<file path="src/rtl/ptp_stamp_unit.sv">
module ptp_stamp_unit #(
  parameter logic [15:0] EVENT_PORT = 16'd319,
  parameter logic [3:0]  L2_CODE    = 4'hE,
  parameter logic [3:0]  MSG_SYNC   = 4'd0,
  parameter logic [3:0]  MSG_DREQ   = 4'd1
) (
  input  logic        clk,
  input  logic        rst_n,
  input  logic [63:0] time_now,
  input  logic [15:0] cfg_l2_etype,
  input  logic        rx_sof,
  input  logic [15:0] rx_etype,
  input  logic        rx_is_udp,
  input  logic [15:0] rx_udp_dport,
  input  logic [3:0]  rx_msg_type,
  input  logic [79:0] rx_src_id,
  input  logic [15:0] rx_seq_id,
  input  logic        tx_sof,
  input  logic        tx_ts_req,
  input  logic        rd_en,
  input  logic [2:0]  rd_addr,
  output logic [31:0] rd_data,
  output logic        rx_stat_valid,
  output logic [3:0]  rx_pkt_type,
  output logic        rx_ts_taken,
  output logic        rx_ts_valid,
  output logic        tx_ts_valid
);

  logic [63:0] rx_ts_q, tx_ts_q;
  logic [79:0] src_q;
  logic [15:0] seq_q;

  wire rx_l2    = rx_etype == cfg_l2_etype;
  wire rx_l2_ev = rx_l2 && (rx_msg_type == MSG_SYNC || rx_msg_type == MSG_DREQ);
  wire rx_udp_ev = rx_is_udp && rx_udp_dport == EVENT_PORT;
  wire rx_hit   = rx_sof && (rx_l2_ev || rx_udp_ev) && !rx_ts_valid;
  wire rx_rel   = rd_en && rd_addr == 3'd1;
  wire tx_hit   = tx_sof && tx_ts_req && !tx_ts_valid;
  wire tx_rel   = rd_en && rd_addr == 3'd3;

  always_ff @(posedge clk) begin
    if (!rst_n) begin
      rx_stat_valid <= 1'b0;
      rx_pkt_type   <= 4'h0;
      rx_ts_taken   <= 1'b0;
      rx_ts_valid   <= 1'b0;
      tx_ts_valid   <= 1'b0;
      rx_ts_q       <= '0;
      tx_ts_q       <= '0;
      src_q         <= '0;
      seq_q         <= '0;
    end else begin
      rx_stat_valid <= rx_sof;
      rx_pkt_type   <= (rx_sof && rx_l2) ? L2_CODE : 4'h0;
      rx_ts_taken   <= rx_hit;
      if (rx_hit) begin
        rx_ts_q     <= time_now;
        src_q       <= rx_src_id;
        seq_q       <= rx_seq_id;
        rx_ts_valid <= 1'b1;
      end else if (rx_rel) begin
        rx_ts_valid <= 1'b0;
      end
      if (tx_hit) begin
        tx_ts_q     <= time_now;
        tx_ts_valid <= 1'b1;
      end else if (tx_rel) begin
        tx_ts_valid <= 1'b0;
      end
    end
  end

  always_comb begin
    case (rd_addr)
      3'd0:    rd_data = rx_ts_q[31:0];
      3'd1:    rd_data = rx_ts_q[63:32];
      3'd2:    rd_data = tx_ts_q[31:0];
      3'd3:    rd_data = tx_ts_q[63:32];
      3'd4:    rd_data = src_q[31:0];
      3'd5:    rd_data = src_q[63:32];
      3'd6:    rd_data = {seq_q, src_q[79:64]};
      default: rd_data = {30'b0, tx_ts_valid, rx_ts_valid};
    endcase
  end


  pkt_type_needs_stat_chk: assert property (@(posedge clk) disable iff (!rst_n)
    (rx_pkt_type != 4'h0) |-> rx_stat_valid);


  taken_sets_valid_chk: assert property (@(posedge clk) disable iff (!rst_n)
    rx_ts_taken |-> (rx_ts_valid && rx_stat_valid));


  locked_rx_hold_chk: assert property (@(posedge clk) disable iff (!rst_n)
    (rx_ts_valid && !rx_rel) |=> ($stable(rx_ts_q) && $stable(seq_q) && rx_ts_valid));


  rx_release_chk: assert property (@(posedge clk) disable iff (!rst_n)
    (rx_rel && !rx_sof) |=> !rx_ts_valid);


  tx_no_req_chk: assert property (@(posedge clk) disable iff (!rst_n)
    (!tx_ts_valid && !(tx_sof && tx_ts_req)) |=> !tx_ts_valid);


  locked_rel_no_take_chk: assert property (@(posedge clk) disable iff (!rst_n)
    (rx_ts_valid && rx_rel) |=> (!rx_ts_taken && !rx_ts_valid));

endmodule

</file>
<file path="config.mk">
export PLATFORM = sky130hd
export DESIGN_NAME = ptp_stamp_unit
export DESIGN_NICKNAME = d
export VERILOG_FILES = /design/src/rtl/ptp_stamp_unit.sv
export SDC_FILE = /design/constraint.sdc
export NUM_CORES = 1
export LEC_CHECK = 0
export ABC_AREA = 1
export BUFFER_PORTS_ARGS = -buffer_cell sky130_fd_sc_hd__buf_2
export CAP_MARGIN = 20
export CORE_MARGIN = 8
export CORE_UTILIZATION = 50
export CTS_CLUSTER_SIZE = 25
export DETAILED_ROUTE_END_ITERATION = 10
export PLACE_DENSITY_LB_ADDON = 0.25
export SLEW_MARGIN = 5
export SYNTH_ARGS = -nofsm -noshare
export SYNTH_HDL_FRONTEND = slang
export SYNTH_SLANG_ARGS = --single-unit
export TNS_END_PERCENT = 20
</file>
<file path="constraint.sdc">
create_clock -name clk -period 2.3 [get_ports clk]
set_input_delay 0.115 -clock clk [delete_from_list [all_inputs] [get_ports clk]]
set_output_delay 0.115 -clock clk [all_outputs]
set_load 0.02 [all_outputs]
</file>
==> metrics.md, run 1 <==
| Metric | Value |
|---|---|
| Setup Skew | `8.24 ps` |
| Hold Crit Class | `input pin to flop` |
| Slew Viols, Final | `0` |
| Share of the synthesized area in the top cell type | `between 40 and 50%` |
| Latest clock arrival within the worst-skew pair | `between 500 and 600 ps` |
| CTS clk-pin slew, worst paths | `60 ps` |
| Overflow after GRT | `0` |
| CP Class | `input pin to output port` |
| Max-cap violation count | `0` |
| Starting Density | `between 50% and 60%` |
| Initial DRC Count | `around 1.4k` |
| Io pins | `approximately 260` |
| Worst slew margin | `52.5%` |
| Die Ht | `166 um` |
| IO buf count | `259` |
| Clock Sinks | `229` |
| Cts bufs inserted | `25` |
| Static leakage | `roughly 7.1 nW` |
| Crit path to | `rd_data[28]` |
| WL/cell | `16.2 um` |
| Async S/R FF share, synth | `0%` |
| Post-synth EDFFs | `0` |
| Area of the core | `around 22000 um2` |
| Layout area overhead | `32.8%` |
| Die width | `166 um` |
| Reg2reg path depth | `5` |
| Vias | `about 12k` |
| Pre-antenna DRT Iters | `6` |
| Mapped Area | `11200 um2` |
| Sequential-to-total area share from yosys stat | `41.0%` |
| Clock root cell | `clkbuf_16` |
| ANT nets after route | `0` |
| Synthesized instance count | `around 1.6k` |
| CTS max path bufs | `3` |
| Initial antenna violation count | `4` |
| Vias in the first global route | `11.4k` |
| Vias per inst | `5.33` |
| Peak fanout along the critical path | `11` |
| PD cells | `625 nW/um2` |
| Setup TNS | `0 ps` |
| CP startpoint kind | `input pin` |
| Largest net degree at the start of global routing | `between 100 and 150` |
| Final WS setup | `313 ps` |
| Fillers | `1863` |
| Worst R2R End | `rx_ts_q[41]$_SDFFE_PN0P_` |
| Placer Congestion | `0.910` |
| CP Launch Point | `rd_addr[1]` |
| Reg2reg start | `rx_ts_valid$_SDFFE_PN0P_` |
| Peak Freq | `503 MHz` |
| Endpoints failing hold | `0` |
| RSZ-0062 raised after global routing | `no` |
| Area leader, netlist | `dfxtp_1` |
| Worst slack, placed | `roughly 430 ps` |
| CP Data Required Time | `2180 ps` |
| Yosys reg bits | `229` |
| Synth Warn # | `0` |
| CP endpoint kind | `output port` |
| CTS tree | `yes` |
| Total global routing track utilization | `25.9%` |
| Status | `complete, no violations` |
| HPWL after DPL | `22900 um` |
| Number of remaining DRC errors | `0` |
| Num rows | `54` |
| Die Area | `27400 um2` |
| Worst VDD drop | `0.456 mV` |
| Syn_area_per_cell | `6.85 um2` |
| Post-cts sizing count | `0` |
| Layout cells sized above 1 | `about 17%` |
| NumNets Final | `~2.2k` |
| Final Cycle Share | `roughly 86%` |
| Final setup violation count | `0` |
| Synth Flop Type | `dfxtp_1` |
| Total Wirelength | `36800 um` |
| Synth area leaders | `dfxtp_1, a21oi_1, nand2_1` |
| R2R setup slack | `690 ps` |
| Arr. time, crit path | `1870 ps` |
| Global-route wire length before repair | `58200 um` |
| Syn Nets | `roughly 1.9k` |
| Final worst path period need | `1990 ps` |
| Worst-Margin Slew | `~710 ps` |
| Htree depth | `1` |
| Cell variety after synth | `28` |
==> cell usage in the layout, fill, tap and decap left out <==
cell type,netlist,final
nor3_1,3,3
nand2_8,0,1
nand4_1,20,20
nand2_1,300,300
o21ai_0,67,67
nor3b_1,1,1
buf_2,18,258
buf_12,0,12
buf_4,3,12
dfxtp_1,229,229
bufinv_16,0,3
clkinv_2,0,5
a22o_1,29,29
clkbuf_1,63,4
nand3_2,10,10
dlygate4sd3_1,0,160
nand3_1,162,162
clkinv_4,0,1
inv_1,199,199
nor2_1,193,192
a211oi_1,1,1
buf_6,28,1
clkbuf_16,0,25
nor3_4,0,1
diode_2,0,2
a221oi_1,26,26
nor2_4,0,1
inv_2,2,2
xor2_1,1,1
clkbuf_8,0,6
conb_1,1,1
a22oi_1,9,9
a21oi_1,242,242
or2_1,2,2
==> synthesized netlist by cell type (all sizes together), types with 2 or more instances <==
cell type,n
a22o,29
o21ai,67
a21oi,242
nand3,172
clkbuf,63
a221oi,26
nand2,301
nand4,20
nor3,4
dfxtp,229
a22oi,9
buf,70
inv,201
nor2,193
or2,2
==> layer usage <==
| metal | GRT usage [%] | wire length (um) | up-vias |
|---|---|---|---|
| met5 | 0 | 35 | - |
| met4 | 8.85 | 1120 | 6 |
| met3 | 3.67 | 3100 | 88 |
| met2 | 41.1 | 16600 | 556 |
| met1 | 35.4 | 16000 | 5476 |
| li1 | - | - | 5970 |
==> report_power, final <==
part / internal [mW] / switching [mW] / leakage [nW]
clock: 2.51 / 1.59 / 0.418
combinational: 0.492 / 0.595 / 4.84
sequential: 4.05 / 0.0433 / 1.86
total: 7.05 / 2.23 / 7.11
==> layout make-up <==
| class | count | area (um2) | share of cell area (%) |
|---|---|---|---|
| Multi-Input combinational cell | 1069 | 5080 | 34.2 |
| Sequential cell | 229 | 4580 | 30.9 |
| Timing Repair Buffer | 443 | 3230 | 21.8 |
| Inverter | 202 | 759 | 5.11 |
| Clock buffer | 35 | 723 | 4.87 |
| Tap cell | 280 | 350 | 2.36 |
| Clock inverter | 8 | 119 | 0.800 |
| Antenna cell | 2 | 5.00 | 0.0337 |
==> repair_timing <==
item | CTS | global route
hold endpoints to repair | 222 | 0
buffers inserted | 0 | 0
setup endpoints to repair | 0 | 0
hold buffers | 160 | 0
==> per-stage QoR <==
step | power, mW | hold slack, ps | utilization [%] | area (um2) | cells
finish | 9.28 | 33.0 | 67.9 | 14900 | 2268
CTS | 9.30 | 10.5 | 67.8 | 14900 | 2266
global route | 9.62 | 20.5 | 67.9 | 14900 | 2267
detailed placement | 5.02 | 357 | 56.7 | 12400 | 2063
floorplan | 4.64 | 227 | - | 11200 | 1633
global placement | 5.01 | 354 | 56.7 | 12400 | 2063
==> worst min-delay path by stage <==
stage / to / slack [ps] / from / cells after the start
6_report: tx_ts_valid$_SDFFE_PN0P_ / 30 / rd_en / 4
5_1_grt: tx_ts_valid$_SDFFE_PN0P_ / 20 / rd_en / 4
4_1_cts: tx_ts_valid$_SDFFE_PN0P_ / 10 / rd_en / 4
3_5_place_dp: rx_stat_valid$_SDFF_PN0_ / 360 / rx_sof / 3
3_3_place_gp: rx_stat_valid$_SDFF_PN0_ / 350 / rx_sof / 3
2_1_floorplan: rx_stat_valid$_SDFF_PN0_ / 230 / rx_sof / 2
==> registers in the layout, indices dropped and copies added (netlist names) <==
signal / count
src_q: 80
rx_stat_valid: 1
tx_ts_q: 64
rx_ts_taken: 1
rx_ts_q: 64
seq_q: 16
tx_ts_valid: 1
rx_ts_valid: 1
rx_pkt_type: 1
==> logic make-up (layout without fill, tap and decap cells) <==
| group | after synthesis | count (layout) | synth area share [%] |
|---|---|---|---|
| flip-flops | 229 | 229 | 41.0 |
| XOR/XNOR | 1 | 1 | 0.0783 |
| buffers and inverters | 335 | 688 | 13.8 |
| other | 1 | 3 | 0.0335 |
| AO/OA/AOI/OAI | 374 | 374 | 18.8 |
| AND/OR/NAND/NOR | 693 | 693 | 26.3 |
==> worst max-delay path, stage by stage <==
cell and delay (ps):
buf_2 130, inv_1 90, nand3_1 250, inv_2 200, nand2_1 90, nand2_1 70
a221oi_1 510, nand4_1 190, buf_2 220
Power figures use the tool's default switching activity.
==> run 2: changes to the inputs <==
Settings changed: RECOVER_POWER set to 100.
==> run 2 against run 1 <==
Non-clock buffer count is the same. Count of clock-buffer cells in the layout is the same. Register-to-register slack lost 350 ps. Sequential power is essentially flat. The flow now finishes with violations (capacitance limit, slew limit). Via count shrank 0.14%.
==> metrics.md, run 2 (same netlist as run 1, synthesis figures left out) <==
| Metric | Value |
|---|---|
| Layout area overhead | `32.0%` |
| Final worst path period need | `2080 ps` |
| Worst slack, placed | `431 ps` |
| Slew Viols, Final | `74` |
| Vias per inst | `5.33` |
| Static leakage | `6.95 nW` |
| Total global routing track utilization | `approximately a quarter` |
| Number of remaining DRC errors | `0` |
| Initial antenna violation count | `4` |
| Num rows | `54` |
| Design Area, Final | `14800 um2` |
| CTS tree | `yes` |
| PD cells | `629 nW/um2` |
| ANT nets after route | `0` |
| Area of the core | `21900 um2` |
| WL/cell | `16.3 um` |
| Worst VDD drop | `about 0.46 mV` |
| Peak fanout along the critical path | `11` |
| Hold Crit Start | `rd_en` |
| Vias in the first global route | `11.4k` |
| Fillers | `1892` |
| Latest clock arrival within the worst-skew pair | `between 500 and 600 ps` |
| CP Data Required Time | `2180 ps` |
| Final Util | `about two thirds` |
| Commonest non-fill, non-tap cells in the layout | `nand2_1, a21oi_1, dfxtp_1, buf_2, inv_1` |
| Status | `complete, but fails checks` |
| Top Registers | `src_q: 80 flops, rx_ts_q: 64 flops, tx_ts_q: 64 flops` |
| Arr. time, crit path | `1960 ps` |
| Largest net degree at the start of global routing | `138` |
| Initial DRC Count | `1286` |
| CP endpoint kind | `output port` |
| Reg2reg path depth | `5` |
| Die Area | `about 27000 um2` |
| Post-DP Area | `~12000 um2` |
| CP startpoint kind | `input pin` |
| Violated checks | `capacitance limit, slew limit` |
| Starting Density | `between 50% and 60%` |
| Worst-Margin Slew | `between 1500 and 2000 ps` |
| Cts bufs inserted | `25` |
| Peak Freq | `481 MHz` |
| CTS clk-pin slew, worst paths | `60 ps` |
| Total Wirelength | `roughly 37000 um` |
| Post-cts sizing count | `0` |
| Largest Register | `src_q` |
| Largest register FFs | `80` |
| Io pins | `around 260` |
| Final WS setup | `222 ps` |
| Final setup violation count | `0` |
| Htree depth | `1` |
| Hold Buf Count CTS | `160` |
| Layout cells sized above 1 | `15.2%` |
| NumNets Final | `~2.2k` |
| Worst slew margin | `-2.63%` |
| Setup Skew | `8.04 ps` |
| Die width | `around 170 um` |
| Clock Sinks | `229` |
| Reg2reg start | `rx_ts_valid$_SDFFE_PN0P_` |
| Hold Crit Class | `input pin to flop` |
| CP Class | `input pin to output port` |
| IO buf count | `~260` |
| Hold depth | `4` |
| Clock root cell | `clkbuf_16` |
| Overflow after GRT | `0` |
| Endpoints failing hold | `0` |
| RSZ-0062 raised after global routing | `no` |
| Post-CTS Setup Repair Bufs | `0` |
| Die Ht | `166 um` |
| Pre-antenna DRT Iters | `5` |
| Vias | `12.1k` |
| Worst R2R End | `src_q[23]$_SDFFE_PN0P_` |
| Placer Congestion | `0.910` |
| CTS max path bufs | `3` |
| Commonest non-fill, non-tap cell in the layout | `nand2_1` |
| Global-route wire length before repair | `58200 um` |
| Max-cap violation count | `1` |
| R2R setup slack | `340 ps` |
| Setup TNS | `0 ps` |
| HPWL after DPL | `between 20000 and 25000 um` |
| Final Cycle Share | `90.3%` |
| Worst Hold Path EP | `tx_ts_valid$_SDFFE_PN0P_` |
## run 2: changes by cell type in the layout (fill, tap and decap cells not counted)
cell / before / now
clkbuf_1: 4 / 38
buf_2: 258 / 225
buf_4: 12 / 9
clkbuf_2: 0 / 3
nand3_1: 162 / 165
nand3_2: 10 / 7
buf_12: 12 / 10
clkbuf_4: 0 / 1
clkinv_2: 5 / 4
clkinvlp_2: 0 / 1
## run 2: metal layers
metal / up-vias / share of wire [%] / wire, um / track usage, %
met1: 5507 / 44 / 16200 / 35.4
met5: - / 0.073 / 27 / 0
met2: 525 / 46 / 16900 / 41.1
met3: 84 / 7.5 / 2780 / 3.67
met4: 4 / 2.9 / 1060 / 8.85
li1: 5959 / - / - / -
## run 2: worst max path at each step
stage	start	to	slack (ps)	depth (start not counted)
2_1_floorplan	rx_ts_valid$_SDFFE_PN0P_	src_q[73]$_SDFFE_PN0P_	800	6
4_1_cts	tx_ts_q[28]$_SDFFE_PN0P_	rd_data[28]	380	5
3_3_place_gp	rx_udp_dport[11]	src_q[39]$_SDFFE_PN0P_	460	9
6_report	rd_addr[2]	rd_data[31]	220	8
3_5_place_dp	rx_udp_dport[11]	rx_ts_q[12]$_SDFFE_PN0P_	430	9
5_1_grt	rd_addr[2]	rd_data[31]	140	8
## run 2: area by class of cell
class	instances	area (um2)	share of cell area (%)
diodes	2	5.00	0.0339
clock buffers	35	723	4.90
clock inverters	8	119	0.805
inverters	202	759	5.14
multi-input cells	1069	5070	34.3
flip-flops and latches	229	4580	31.1
well taps	280	350	2.37
repair buffers	443	3160	21.4
## run 2: power by group
part           total [mW]  internal, mW  switching (mW)
Combinational        1.08         0.483           0.594
Clock                4.11          2.51            1.60
Sequential           4.09          4.05          0.0436
## run 2: metrics by stage
stage          power, mW  hold slack [ps]  std cells
5_1_grt             9.61             20.6       2268
6_report            9.28             31.7       2268
3_5_place_dp        5.02              357       2063
4_1_cts             9.30             10.5       2266
2_1_floorplan       4.64              227       1633
3_3_place_gp        5.01              354       2063
## run 2: critical path, cell delays in order
cell      delay [ps]
buf_2            150
inv_1            100
nand3_1          110
inv_1            220
clkbuf_1         590
a22oi_1          190
nand4_1          200
clkbuf_1         280
==> run 3: changes to the inputs <==
Settings changed: CORE_UTILIZATION 50 to 45, SLEW_MARGIN 5 to not set.
==> run 3 against run 2 <==
The run now ends clean. Critical endpoint is now rd_data[28]. Sequential power barely moved. Clock power is 2% higher. Flip-flop and latch count did not move. Non-clock buffer count grew 12. Clock skew is 7.9 ps higher. Critical path depth grew 1.
==> metrics.md, run 3 (same netlist as run 1, synthesis figures left out) <==
| Metric | Value |
|---|---|
| Peak Freq | `481 MHz` |
| Final Util | `60.9%` |
| Internal | `7.07 mW` |
| Starting Density | `between 40% and 50%` |
| CTS max path bufs | `3` |
| R2R setup slack | `310 ps` |
| Vias | `11.9k` |
| Vias per inst | `just over 5` |
| HPWL after DPL | `between 20000 and 25000 um` |
| Combinational Power Share | `11.4%` |
| Total global routing track utilization | `a little under a quarter` |
| Worst-Margin Slew | `1470 ps` |
| Reg2reg start | `tx_ts_valid$_SDFFE_PN0P_` |
| Switch Pwr | `2.27 mW` |
| Pre-antenna DRT Iters | `6` |
| Peak fanout along the critical path | `12` |
| Clock root cell | `clkbuf_16` |
| Slew Viols, Final | `0` |
| CP Data Required Time | `approximately 2200 ps` |
| CTS clk-pin slew, worst paths | `60 ps` |
| Htree depth | `1` |
| Num rows | `57` |
| Sequential Power Share | `43.8%` |
| Vias in the first global route | `around 11k` |
| ANT nets after route | `0` |
| Max-cap violation count | `0` |
| Final worst path period need | `approximately 2100 ps` |
| Commonest non-fill, non-tap cell in the layout | `nand2_1` |
| Overflow after GRT | `0` |
| CTS tree | `yes` |
| Die Area | `30200 um2` |
| Worst VDD drop | `0.417 mV` |
| Endpoints failing hold | `0` |
| Crit path to | `rd_data[28]` |
| Switching Share | `around a quarter` |
| Setup Skew | `15.9 ps` |
| Latest clock arrival within the worst-skew pair | `520 ps` |
| Largest register FFs | `80` |
| Arr. time, crit path | `between 1500 and 2000 ps` |
| Clock power share | `44.8%` |
| Hold Crit Class | `input pin to flop` |
| Reg2reg path depth | `5` |
| Final Cycle Share | `90.5%` |
| RSZ-0062 raised after global routing | `no` |
| Layout cells sized above 1 | `between 15 and 20%` |
| Top Registers | `src_q: 80 flops, rx_ts_q: 64 flops, tx_ts_q: 64 flops` |
| Die width | `174 um` |
| Post-route total power | `9.34 mW` |
| Global-route wire length before repair | `58800 um` |
| CP Launch Point | `rd_addr[2]` |
| Fillers | `2248` |
| Layout area overhead | `32.9%` |
| Number of remaining DRC errors | `0` |
| CP endpoint kind | `output port` |
| Static leakage | `7.01 nW` |
| PD cells | `629 nW/um2` |
| Initial DRC Count | `980` |
| Total Wirelength | `37000 um` |
| CP startpoint kind | `input pin` |
| Clock Sinks | `between 200 and 250` |
| Area of the core | `24400 um2` |
| Status | `complete, no violations` |
| Largest Register | `src_q` |
| IO buf count | `259` |
| Die Ht | `174 um` |
| Commonest non-fill, non-tap cells in the layout | `nand2_1, a21oi_1, buf_2, dfxtp_1, inv_1` |
| WL/cell | `approximately 16 um` |
| Worst slew margin | `about 2.3%` |
| Cts bufs inserted | `25` |
| NumNets Final | `approximately 2.2k` |
| Setup TNS | `0 ps` |
| Largest net degree at the start of global routing | `127` |
| Initial antenna violation count | `3` |
| Final setup violation count | `0` |
| Worst R2R End | `tx_ts_valid$_SDFFE_PN0P_` |
| CP Class | `input pin to output port` |
| Io pins | `262` |
| Placer Congestion | `approximately 0.9` |
-- run 3: cell count changes in the layout (fill, tap and decap cells not counted), sizes merged --
cell and change:
clkbuf +2, buf +8, inv +1, clkinv -2
clkinvlp +1, dlygate4sd3 +5
-- run 3: what timing repair did --
action                                 in CTS  in global routing
resized for setup                           0                  0
hold buffers                              165                  0
setup endpoints to repair                   0                  0
buffers inserted                            0                  0
endpoints found under the hold margin     227                  0
-- run 3: how the worst min path moves through the flow --
stage | start | endpoint | slack [ps] | cells after the start
after floorplan | rx_sof | rx_stat_valid$_SDFF_PN0_ | 230 | 2
after global placement | rx_sof | rx_stat_valid$_SDFF_PN0_ | 350 | 3
after detailed placement | rx_sof | rx_stat_valid$_SDFF_PN0_ | 360 | 3
after CTS | rd_en | rx_ts_valid$_SDFFE_PN0P_ | 3 | 4
after global routing | cfg_l2_etype[14] | rx_pkt_type[2]$_SDFF_PN0_ | 90 | 8
final | rd_en | rx_ts_valid$_SDFFE_PN0P_ | 20 | 4
-- run 3: metrics by stage --
step           hold WS (ps)  cell area (um2)  setup WS [ps]  cells
2_1_floorplan           227            11200            799   1633
5_1_grt                85.6            14900            128   2327
3_3_place_gp            351            12500            401   2114
4_1_cts                3.18            15000            341   2325
6_report               22.2            14900            219   2327
3_5_place_dp            358            12500            401   2114
-- run 3: power by group through the flow --
stage               sequential (mW)  combinational [mW]  clock, mW
global route                   4.10                1.18       4.43
floorplan                      4.17               0.474          0
finish                         4.09                1.07       4.18
CTS                            4.09                1.08       4.23
global placement               4.17               0.846          0
detailed placement             4.17               0.856          0
-- run 3: final cells by class --
type	instances	area [um2]	share of cell area, %
Sequential cell	229	4580	30.8
Clock inverter	8	121	0.817
Antenna cell	2	5.00	0.0337
Clock buffer	38	734	4.94
Tap cell	324	405	2.73
Multi-Input combinational cell	1069	5040	33.9
Timing Repair Buffer	455	3210	21.6
Inverter	202	759	5.11
-- run 3: critical path, stage by stage --
cell	delay [ps]
buf_2	150
inv_1	80
nand3_1	220
inv_1	320
nand2_1	130
nand2_1	60
a221oi_1	450
nand4_1	210
clkbuf_1	230
-- run 3: metal layers --
metal,wire [um],global-route usage (%)
met5,8,0
met4,1000,7.73
met3,2710,4.12
met2,16400,35.5
met1,16900,32.8
